<file path="src/rtl/cpp_pkg.sv">
package cpp_pkg;

    typedef enum logic [1:0] {
        PM_REGIO = 2'd0,
        PM_ADDR  = 2'd1,
        PM_BUS   = 2'd2,
        PM_ALT   = 2'd3
    } port_mode_e;

    localparam int SEL_W = 3;

    localparam logic [SEL_W-1:0] OFS_DATA = 3'd0;
    localparam logic [SEL_W-1:0] OFS_DIR  = 3'd1;
    localparam logic [SEL_W-1:0] OFS_PIN  = 3'd2;
    localparam logic [SEL_W-1:0] OFS_MODE = 3'd3;
    localparam logic [SEL_W-1:0] OFS_ODN  = 3'd4;

    typedef struct packed {
        logic val;
        logic en;
    } drive_t;

    // Fold the reserved code onto plain register I/O.
    function automatic port_mode_e norm_mode(logic [1:0] code);
        port_mode_e m;
        m = port_mode_e'(code);
        if (m == PM_ALT) m = PM_REGIO;
        return m;
    endfunction

    // Open-drain pins only ever pull low; a 1 releases the pad.
    function automatic drive_t apply_od(drive_t raw, logic od);
        drive_t r;
        if (od) begin
            r.val = 1'b0;
            r.en  = raw.en & ~raw.val;
        end else begin
            r = raw;
        end
        return r;
    endfunction

endpackage

</file>
<file path="src/rtl/cpp_regfile.sv">
module cpp_regfile
    import cpp_pkg::*;
#(
    parameter int W = 8
) (
    input  logic             clk,
    input  logic             rst,
    input  logic [SEL_W-1:0] reg_sel,
    input  logic             reg_wr,
    input  logic [W-1:0]     reg_wdata,
    input  logic [W-1:0]     pad_in,
    output logic [W-1:0]     reg_rdata,
    output logic [W-1:0]     data_q,
    output logic [W-1:0]     dir_q,
    output logic [W-1:0]     od_q,
    output port_mode_e       mode_q
);

    localparam int MODE_PAD = W - 2;

    logic [1:0] mode_code_q;

    always_ff @(posedge clk) begin
        if (rst) begin
            data_q      <= '0;
            dir_q       <= '0;
            od_q        <= '0;
            mode_code_q <= '0;
        end else if (reg_wr) begin
            case (reg_sel)
                OFS_DATA: data_q      <= reg_wdata;
                OFS_DIR:  dir_q       <= reg_wdata;
                OFS_MODE: mode_code_q <= reg_wdata[1:0];
                OFS_ODN:  od_q        <= reg_wdata;
                default:  ;
            endcase
        end
    end

    always_comb begin
        case (reg_sel)
            OFS_DATA: reg_rdata = data_q;
            OFS_DIR:  reg_rdata = dir_q;
            OFS_PIN:  reg_rdata = pad_in;
            OFS_MODE: reg_rdata = {{MODE_PAD{1'b0}}, mode_code_q};
            OFS_ODN:  reg_rdata = od_q;
            default:  reg_rdata = '0;
        endcase
    end

    assign mode_q = norm_mode(mode_code_q);

endmodule

</file>
<file path="src/rtl/cpp_addr_hold.sv">
module cpp_addr_hold #(
    parameter int W = 8
) (
    input  logic         clk,
    input  logic         rst,
    input  logic         ale,
    input  logic [W-1:0] ad_in,
    output logic [W-1:0] addr_out
);

    logic [W-1:0] held_q;

    always_ff @(posedge clk) begin
        if (rst)      held_q <= '0;
        else if (ale) held_q <= ad_in;
    end

    // Transparent while the strobe is high, holding once it drops.
    assign addr_out = ale ? ad_in : held_q;

endmodule

</file>
<file path="src/rtl/cpp_pin_drive.sv">
module cpp_pin_drive
    import cpp_pkg::*;
(
    input  port_mode_e mode,
    input  logic       data_bit,
    input  logic       dir_bit,
    input  logic       addr_bit,
    input  logic       bus_bit,
    input  logic       bus_rd,
    input  logic       od_bit,
    output logic       pin_out,
    output logic       pin_oe
);

    drive_t raw;
    drive_t fin;

    always_comb begin
        case (mode)
            PM_ADDR: begin
                raw.val = addr_bit;
                raw.en  = 1'b1;
            end
            PM_BUS: begin
                raw.val = bus_bit;
                raw.en  = bus_rd;
            end
            default: begin
                raw.val = data_bit;
                raw.en  = dir_bit;
            end
        endcase
        fin = apply_od(raw, od_bit);
    end

    assign pin_out = fin.val;
    assign pin_oe  = fin.en;

endmodule

</file>
<file path="src/rtl/cfg_port_pins.sv">
module cfg_port_pins
    import cpp_pkg::*;
#(
    parameter int W = 8
) (
    input  logic             clk,
    input  logic             rst,
    input  logic [SEL_W-1:0] reg_sel,
    input  logic             reg_wr,
    input  logic [W-1:0]     reg_wdata,
    output logic [W-1:0]     reg_rdata,
    input  logic             ale,
    input  logic [W-1:0]     ad_in,
    input  logic             bus_rd,
    input  logic [W-1:0]     bus_din,
    output logic [W-1:0]     bus_dout,
    input  logic [W-1:0]     pad_in,
    output logic [W-1:0]     pad_out,
    output logic [W-1:0]     pad_oe
);

    logic [W-1:0] data_q;
    logic [W-1:0] dir_q;
    logic [W-1:0] od_q;
    logic [W-1:0] addr_byte;
    port_mode_e   mode_q;

    cpp_regfile #(.W(W)) u_regs (
        .clk       (clk),
        .rst       (rst),
        .reg_sel   (reg_sel),
        .reg_wr    (reg_wr),
        .reg_wdata (reg_wdata),
        .pad_in    (pad_in),
        .reg_rdata (reg_rdata),
        .data_q    (data_q),
        .dir_q     (dir_q),
        .od_q      (od_q),
        .mode_q    (mode_q)
    );

    cpp_addr_hold #(.W(W)) u_addr (
        .clk      (clk),
        .rst      (rst),
        .ale      (ale),
        .ad_in    (ad_in),
        .addr_out (addr_byte)
    );

    for (genvar i = 0; i < W; i++) begin : g_pin
        cpp_pin_drive u_pin (
            .mode     (mode_q),
            .data_bit (data_q[i]),
            .dir_bit  (dir_q[i]),
            .addr_bit (addr_byte[i]),
            .bus_bit  (bus_din[i]),
            .bus_rd   (bus_rd),
            .od_bit   (od_q[i]),
            .pin_out  (pad_out[i]),
            .pin_oe   (pad_oe[i])
        );
    end

    assign bus_dout = pad_in;

endmodule

</file>
<file path="config.mk">
export PLATFORM = sky130hd
export DESIGN_NAME = cfg_port_pins
export DESIGN_NICKNAME = d
export VERILOG_FILES = /design/src/rtl/cpp_pkg.sv /design/src/rtl/cpp_regfile.sv /design/src/rtl/cpp_addr_hold.sv /design/src/rtl/cpp_pin_drive.sv /design/src/rtl/cfg_port_pins.sv
export SDC_FILE = /design/constraint.sdc
export NUM_CORES = 1
export LEC_CHECK = 0
export CORE_UTILIZATION = 36
export CTS_BUF_LIST = sky130_fd_sc_hd__clkbuf_4 sky130_fd_sc_hd__clkbuf_8
export CTS_CLUSTER_DIAMETER = 200
export CTS_CLUSTER_SIZE = 40
export DETAILED_ROUTE_END_ITERATION = 7
export PLACE_DENSITY = 0.76
export SYNTH_ARGS = -nofsm -noshare
export SYNTH_HDL_FRONTEND = slang
export SYNTH_SLANG_ARGS = --single-unit
</file>
<file path="constraint.sdc">
create_clock -name clk -period 1.59 [get_ports clk]
set_input_delay 0.2385 -clock clk [delete_from_list [all_inputs] [get_ports clk]]
set_output_delay 0.2385 -clock clk [all_outputs]
set_load 0.02 [all_outputs]
</file>
==> metrics.md, run 1 <==
| Metric | Value |
|---|---|
| Final nets | 400 |
| Layout cells sized above 1 | 0.321 |
| FMAX | 0.510 GHz |
| Via count | 2273 |
| Final Worst Setup Slack | -370 ps |
| Worst-case clock buffer depth | 2 |
| Total track usage | 0.216 |
| Largest area contributor in the netlist | dfxtp_1 |
| EDFF count, synth | 0 |
| Slew HR | 0.819 |
| Starting Density | 0.378 |
| Worst Setup End Kind | primary output |
| Ys flop type | dfxtp_1 |
| Area Overhead vs Synth | 52.1% |
| Latest clock arrival within the worst-skew pair | 290 ps |
| Core box area | 5990 um2 |
| Compound-Gate Fraction of Synth Area | 0.160 |
| Clock-pin slew on the worst setup and hold paths | 70 ps |
| RSZ-0062 raised after global routing | yes |
| Yosys warnings | 0 |
| Die ar. | 6610 um2 |
| DRC viols | 0 |
| Setup Skew | 0 ps |
| Final HPWL DP | 4780 um |
| Top post-synthesis cells by count | nand2_1 (38), mux2i_1 (35), dfxtp_1 (34) |
| Status | finished with violations |
| Uppermost layer routed | met4 |
| Min-delay worst type | register to register |
| Drt pass-1 iters | 4 |
| Die Wd | 81.3 um |
| Fin crit period | 1960 ps |
| Cells after Synth | 279 |
| Setup violators final | 16 |
| Final WL | 6870 um |
| Worst path arrival time | 1720 ps |
| Initial DRC count | 118 |
| Met3 wire length | 318 um |
| Main combinational cell family by area after synthesis | simple AND/OR/NAND/NOR gates |
| ANT cells | 0 |
| Hold Buf Count CTS | 0 |
| Worst VDD drop | 0.291 mV |
| Crit path from | u_regs.mode_code_q[0] |
| Root Driver | clkbuf_8 |
| Worst slew pin tran | 265 ps |
| DR vias/cell | 5.25 |
| Max-cap violation count | 0 |
| Post-Syn Area per Cell | 8.12 um2 |
| Met2 WL post-DR | 3580 um |
| Final global-route overflow total | 0 |
| Simple-Gate Fraction of Synth Area | 0.226 |
| Xor and xnor area share after synthesis | 0 |
| Post-synthesis mux area share | 0.160 |
| Row cnt | 28 |
| Design Power | 2.09 mW |
| Synth async-reset ratio | 0 |
| Total CTS buffers | 5 |
| Failing checks | negative setup slack |
| H-Tree Depth | 2 |
| Pin count of the biggest net entering global routing | 35 |
| Vias in the first global route | 2339 |
| CTS tree | yes |
| Sequential element share of the synthesized area | 0.301 |
| Max incr delay on CP | 370 ps |
| Post-Synthesis Cell Area | 2260 um2 |
| Worst path cell trace | inv_2 -> ha_4 -> buf_12 -> nor2b_4 -> nor2_2 -> o211ai_1 -> buf_4 |
| CP Data Required Time | 1350 ps |
| Sink Count | 34 |
| Min-delay src | u_regs.data_q[7] |
| Port Buffer Count | 71 |
| Slew Limit Fails | 0 |
| Synth cell types | 34 |
| Area share of the largest cell type after synthesis | 0.301 |
| Most frequent cell after synthesis | nand2_1 |
| Worst path slowest cell | dfxtp_4 |
| Synth area leaders | dfxtp_1 (30%), mux2i_1 (15%), buf_4 (9.0%), nand2_1 (6.3%), nor2_1 (5.3%) |
| Worst Path Max Fanout | 7 |
| R2r startpoint | u_addr.held_q[7] |
| Final period util | 1.23 |
| Die H | 81.3 um |
| Crit path launch type | register |
| Leakage | 1.44 nW |
| Final hold viol count | 0 |
| PwrDens | 608 nW/um2 |
| Metal-1 WL | 2890 um |
| Synthesized flop and latch total | 34 |
| Critical path type | register to primary output |
| WHS | 490 ps |
| Placed Cells incl. Taps | 420 |
| Fin cells | 433 |
| Global-route wire length before repair | 10900 um |
| Layout fillers | 530 |
| Antenna violations before repair | 0 |
| Synth Net Count | 321 |
| WL/cell | 15.9 um |
| # IOs | 72 |
| Post-Synth Adder-Cell Area | 0.0110 |
| Final ANT Viol Nets | 0 |
| Routability congestion estimate | 0.812 |
| Post-place setup slack | -872 ps |
[sequential cells by signal (all words and copies together), names as in the netlist]
register	flops
u_addr.held_q	8
u_regs.data_q	8
u_regs.mode_code_q	2
u_regs.dir_q	8
u_regs.od_q	8
[critical path, delay by kind of cell, from the launching register on]
kind | cells | cell delay, ps
DFF | 1 | 370
buffers and inverters | 3 | 350
adders and majority gates | 1 | 320
and+or+nand+nor | 2 | 220
AOI/OAI and AO/OA | 1 | 180
[report_power, final]
group	switching [mW]	internal (mW)
registers	0.0194	0.877
clock network	0.310	0.336
logic	0.248	0.304
[worst paths after layout]
kind	cells after the start	slack [ps]	to
max	7	-370	pad_oe[2]
min	2	490	u_regs.data_q[7]
max reg2reg	2	770	u_addr.held_q[7]
min reg2reg	2	490	u_regs.data_q[7]
[routing by layer]
metal,up-vias,global-route usage
met5,-,0
li1,1112,-
met2,64,0.402
met1,1086,0.251
met3,11,0.0292
met4,0,0.0661
[per-stage QoR]
step | area [um2] | utilization | setup TNS, ps
2_1_floorplan | 2300 | - | 0
3_3_place_gp | 3150 | 0.526 | -24780
3_5_place_dp | 3150 | 0.526 | -25360
4_1_cts | 3360 | 0.561 | -4960
5_1_grt | 3440 | 0.575 | -5580
6_report | 3440 | 0.575 | -4970
[what timing repair did]
action | 4_1_cts | 5_1_grt
endpoints found under the setup margin | 43 | 25
setup buffers | 4 | 1
cloned | 1 | 0
gates resized for setup | 171 | 22
pin swaps | 17 | 5
[cells by family after synthesis]
| group | after synthesis |
|---|---|
| muxes | 36 |
| AOI/OAI and AO/OA | 49 |
| DFF | 34 |
| adders and majority gates | 2 |
| buffers and inverters | 53 |
| and+or+nand+nor | 105 |
[layout make-up]
class / count / area (um2) / area share
sequential: 34 / 688 / 0.200
timing repair buffer: 114 / 1070 / 0.311
multi-input combinational: 192 / 1460 / 0.425
clock buffer: 7 / 83.8 / 0.0243
tap: 75 / 93.8 / 0.0272
inverter: 11 / 43.8 / 0.0127
[layout by cell type, fill, tap and decap left out, drive strengths merged, types with 2 or more instances in the layout]
cell           count
o22ai              2
nand3              7
nor2              32
mux2i             35
buf               67
dfxtp             34
o211ai             7
inv               11
a311oi             7
nor3b              2
o2111ai            7
dlymetal6s2s       3
nor2b              9
clkbuf             7
clkdlybuf4s50     37
dlygate4sd2        6
nand2b             9
o21ai              6
ha                 2
a21oi              9
a2bb2oi            7
nand2             38
(Power assumes the default switching activity.)
==> inputs of run 2 (changes only) <==
- CORE_UTILIZATION: 36 -> 43
- PLACE_DENSITY: 0.76 -> 0.87
==> metrics.md, run 2 (same netlist as run 1, synthesis figures left out) <==
| Metric | Value |
|---|---|
| Min-delay worst type | register to register |
| Design Power | 2.10 mW |
| FF/Latch Area | 689 um2 |
| Port Buffer Count | 71 |
| CTS tree | yes |
| Die Wd | 74.6 um |
| Final core utilization | 0.682 |
| Final global-route overflow total | 0 |
| Sink Count | 34 |
| Worst VDD drop | 0.521 mV |
| Setup Skew | 0 ps |
| Net Switching | 0.592 mW |
| Multi-input gate area | 1440 um2 |
| Status | finished with violations |
| ANT cells | 0 |
| Final nets | 407 |
| Layout cells sized above 1 | 0.329 |
| Drt pass-1 iters | 4 |
| Die H | 74.6 um |
| Latest clock arrival within the worst-skew pair | 290 ps |
| Core box area | 5070 um2 |
| Root Driver | clkbuf_8 |
| Pin count of the biggest net entering global routing | 35 |
| Proportion of power drawn by combinational gates | 0.267 |
| Clock-pin slew on the worst setup and hold paths | 70 ps |
| Setup violators final | 16 |
| Final HPWL DP | 4890 um |
| Final WL | 7450 um |
| Worst Setup End Kind | primary output |
| PwrDens | 608 nW/um2 |
| RSZ-0062 raised after global routing | yes |
| Final hold viol count | 0 |
| Max-cap violation count | 0 |
| DR vias/cell | 5.52 |
| Initial DRC count | 160 |
| Vias in the first global route | 2359 |
| Switching share of power | 0.281 |
| Slew HR | 0.745 |
| Worst path arrival time | 1760 ps |
| WL/cell | 17.1 um |
| Total track usage | 0.271 |
| Row cnt | 26 |
| Most frequent cells in the layout | buf_4 (58), nand2_1 (37), clkdlybuf4s50_1 (37) |
| Via count | 2401 |
| H-Tree Depth | 2 |
| Crit path launch type | register |
| Total CTS buffers | 5 |
| Worst Path Max Fanout | 8 |
| CP Data Required Time | 1350 ps |
| Fin crit period | 2000 ps |
| Slew Limit Fails | 0 |
| WHS | 477 ps |
| Sequential Power Share | 0.426 |
| Final ANT Viol Nets | 0 |
| Routability congestion estimate | 0.867 |
| # IOs | 72 |
| Antenna violations before repair | 0 |
| Starting Density | 0.446 |
| Layout fillers | 403 |
| Most common cell after layout, fill and taps aside | buf_4 |
| Worst-case clock buffer depth | 2 |
| FMAX | 0.501 GHz |
| Area Overhead vs Synth | 52.8% |
| P_int | 1.51 mW |
| DRC viols | 0 |
| Leakage | 1.44 nW |
| Die ar. | 5560 um2 |
| Global-route wire length before repair | 10900 um |
| Final Worst Setup Slack | -406 ps |
| Critical path type | register to primary output |
| Final period util | 1.26 |
| Worst slew pin tran | 378 ps |
| Failing checks | negative setup slack |
| Hold Buf Count CTS | 0 |
| Clock network fraction of design power | 0.307 |
run 2: cell types whose count changed in the layout (fill, tap and decap cells not counted), moves of 2 or more:
cell,delta
buf_4,+7
buf_6,+2
dfxtp_2,-2
o21ai_0,-3
o21ai_1,+3
run 2: layer usage:
metal,track usage,vias to the layer above,routed length (um)
li1,-,1123,-
met1,0.297,1145,2900
met2,0.463,102,3730
met3,0.0637,31,451
met4,0.184,0,361
met5,0,-,0
run 2: final cells by class:
class,instances,area share
Sequential cell,34,0.199
Multi-Input combinational cell,192,0.416
Inverter,11,0.0134
Clock buffer,7,0.0242
Tap cell,70,0.0253
Timing Repair Buffer,121,0.322
run 2: what timing repair did:
action                                  CTS  global route
resized for setup                       176            24
pin swaps                                15             5
endpoints found under the setup margin   44            24
buffers inserted                          4             1
cloned                                    2             0
run 2: per-stage QoR:
stage	setup WS, ps	area, um2	TNS [ps]	std cells
after floorplan	17.2	2300	0	279
after global placement	-939	3190	-25370	421
after detailed placement	-950	3190	-26850	421
after CTS	-341	3390	-4960	434
after global routing	-480	3460	-5840	435
final	-406	3460	-4900	435
run 2: power groups by stage:
stage / clock, mW / combinational, mW / sequential, mW
finish: 0.647 / 0.561 / 0.896
global route: 0.684 / 0.592 / 0.897
CTS: 0.656 / 0.539 / 0.894
detailed placement: 0 / 0.514 / 0.912
global placement: 0 / 0.506 / 0.911
floorplan: 0 / 0.275 / 0.908
run 2: worst max-delay path, cell delays in order (launching register included):
cell and delay (ps):
dfxtp_4 380, inv_4 40, ha_4 300, buf_12 130
nor2b_4 160, nor2_2 50, o211ai_1 220, buf_4 190
run 2: final timing paths:
check,slack [ps],startpoint,cells past startpoint,end
hold reg to reg,480,u_regs.data_q[7],2,u_regs.data_q[7]
setup / recovery,-410,u_regs.mode_code_q[0],7,pad_oe[1]
hold / removal,480,u_regs.data_q[7],2,u_regs.data_q[7]
setup reg to reg,680,u_regs.mode_code_q[1],3,u_regs.mode_code_q[1]
==> inputs of run 3 (changes only) <==
- CTS_CLUSTER_SIZE: 40 -> 25
- PLACE_DENSITY: 0.87 -> 0.78
==> metrics.md, run 3 (same netlist as run 1, synthesis figures left out) <==
| Metric | Value |
|---|---|
| Hold EP | u_regs.data_q[1] |
| Slew Limit Fails | 0 |
| Clock-pin slew on the worst setup and hold paths | 70 ps |
| Max-cap violation count | 0 |
| Pin count of the biggest net entering global routing | 35 |
| Most common cell after layout, fill and taps aside | buf_4 |
| R2r worst-path depth | 2 |
| Setup violators final | 17 |
| Crit path launch type | register |
| Worst Path Max Fanout | 6 |
| Setup Skew | 0 ps |
| Final hold viol count | 0 |
| DR vias/cell | 5.45 |
| CP Data Required Time | 1350 ps |
| Starting Density | 0.446 |
| Via count | 2394 |
| Row cnt | 26 |
| Die Wd | 74.6 um |
| Global-route wire length before repair | 11700 um |
| Critical path type | register to primary output |
| Initial DRC count | 173 |
| Total track usage | 0.286 |
| H-Tree Depth | 2 |
| R2r startpoint | u_addr.held_q[7] |
| Routability congestion estimate | 0.929 |
| FMAX | 0.516 GHz |
| Hold Buf Count CTS | 0 |
| Die H | 74.6 um |
| Area Overhead vs Synth | 57.5% |
| Placed Cells incl. Taps | 419 |
| Core box area | 5070 um2 |
| Final period util | 1.22 |
| ANT cells | 0 |
| Fin area | 3570 um2 |
| Leakage | 1.53 nW |
| Fin crit period | 1940 ps |
| Final core utilization | 0.703 |
| Most frequent cells in the layout | buf_4 (53), nand2_1 (38), clkdlybuf4s50_1 (36) |
| Antenna violations before repair | 0 |
| Final HPWL DP | 4910 um |
| Worst VDD drop | 0.600 mV |
| Die ar. | 5560 um2 |
| WHS | 487 ps |
| Final ANT Viol Nets | 0 |
| Failing checks | negative setup slack |
| Root Driver | clkbuf_8 |
| Final global-route overflow total | 0 |
| Setup_tns | -4860 ps |
| Worst Setup End Kind | primary output |
| Post-place setup slack | -878 ps |
| Worst-case clock buffer depth | 2 |
| Worst slew pin tran | 326 ps |
| CTS tree | yes |
| DP Area | 3140 um2 |
| # IOs | 72 |
| RSZ-0062 raised after global routing | yes |
| Fin cells | 439 |
| Hold path cells | 2 |
| Latest clock arrival within the worst-skew pair | 290 ps |
| Drt pass-1 iters | 4 |
| Worst path arrival time | 1700 ps |
| Min-delay worst type | register to register |
| Vias in the first global route | 2328 |
| Final Worst Setup Slack | -349 ps |
| Worst flop-to-flop path endpoint | u_addr.held_q[7] |
| Slew HR | 0.780 |
| WL/cell | 17.5 um |
| Sink Count | 34 |
| Total CTS buffers | 5 |
| Final WL | 7690 um |
| Port Buffer Count | 71 |
| PwrDens | 623 nW/um2 |
| DRC viols | 0 |
| Design Power | 2.22 mW |
| R2R Setup Slk | 750 ps |
| Status | finished with violations |
| Final nets | 410 |
| Min-delay src | u_regs.data_q[1] |
| Layout cells sized above 1 | 0.352 |
==> run 3: cell types whose count changed in the layout (fill, tap and decap cells not counted), sizes merged <==
cell	before	now
clkdlybuf4s15	1	0
bufbuf	0	1
buf	75	77
clkbuf	7	9
dlygate4sd2	6	2
dlymetal6s2s	2	7
clkdlybuf4s50	37	36
==> run 3: where the power goes <==
part	leakage [nW]	switching, mW	total (mW)	internal, mW
Combinational	1.20	0.263	0.576	0.313
Clock	0.0575	0.311	0.748	0.437
Sequential	0.280	0.0207	0.896	0.875
==> run 3: how the worst max path moves through the flow <==
stage	from	cells past startpoint	slack, ps	end
after floorplan	u_regs.mode_code_q[0]	8	20	pad_oe[0]
after global placement	ale	5	-880	pad_oe[7]
after detailed placement	ale	6	-880	pad_out[6]
after CTS	u_regs.mode_code_q[0]	7	-320	pad_oe[3]
after global routing	u_regs.mode_code_q[0]	7	-420	pad_oe[1]
final	u_regs.mode_code_q[0]	7	-350	pad_oe[5]
==> run 3: metal layers <==
| layer | part of all wire | GRT usage |
|---|---|---|
| met1 | 0.39 | 0.345 |
| met2 | 0.52 | 0.512 |
| met3 | 0.053 | 0.0407 |
| met4 | 0.043 | 0.111 |
| met5 | 0 | 0 |
==> run 3: repair_timing <==
item	4_1_cts	5_1_grt
pin swaps	14	12
gates resized for setup	174	34
gates cloned	2	0
setup endpoints to repair	40	29
buffers inserted	9	1
==> run 3: area by class of cell <==
class | count | area (um2)
flip-flops and latches | 34 | 692
inverters | 11 | 46.3
multi-input cells | 192 | 1470
repair buffers | 124 | 1160
fillers | 401 | 1510
clock buffers | 8 | 110
well taps | 70 | 87.6
==> run 3: worst max-delay path, cell delays in order (launching register included) <==
cell	delay (ps)
dfxtp_4	360
buf_4	140
ha_4	200
a21o_4	230
buf_6	130
o2111ai_1	70
o211ai_1	120
buf_4	170
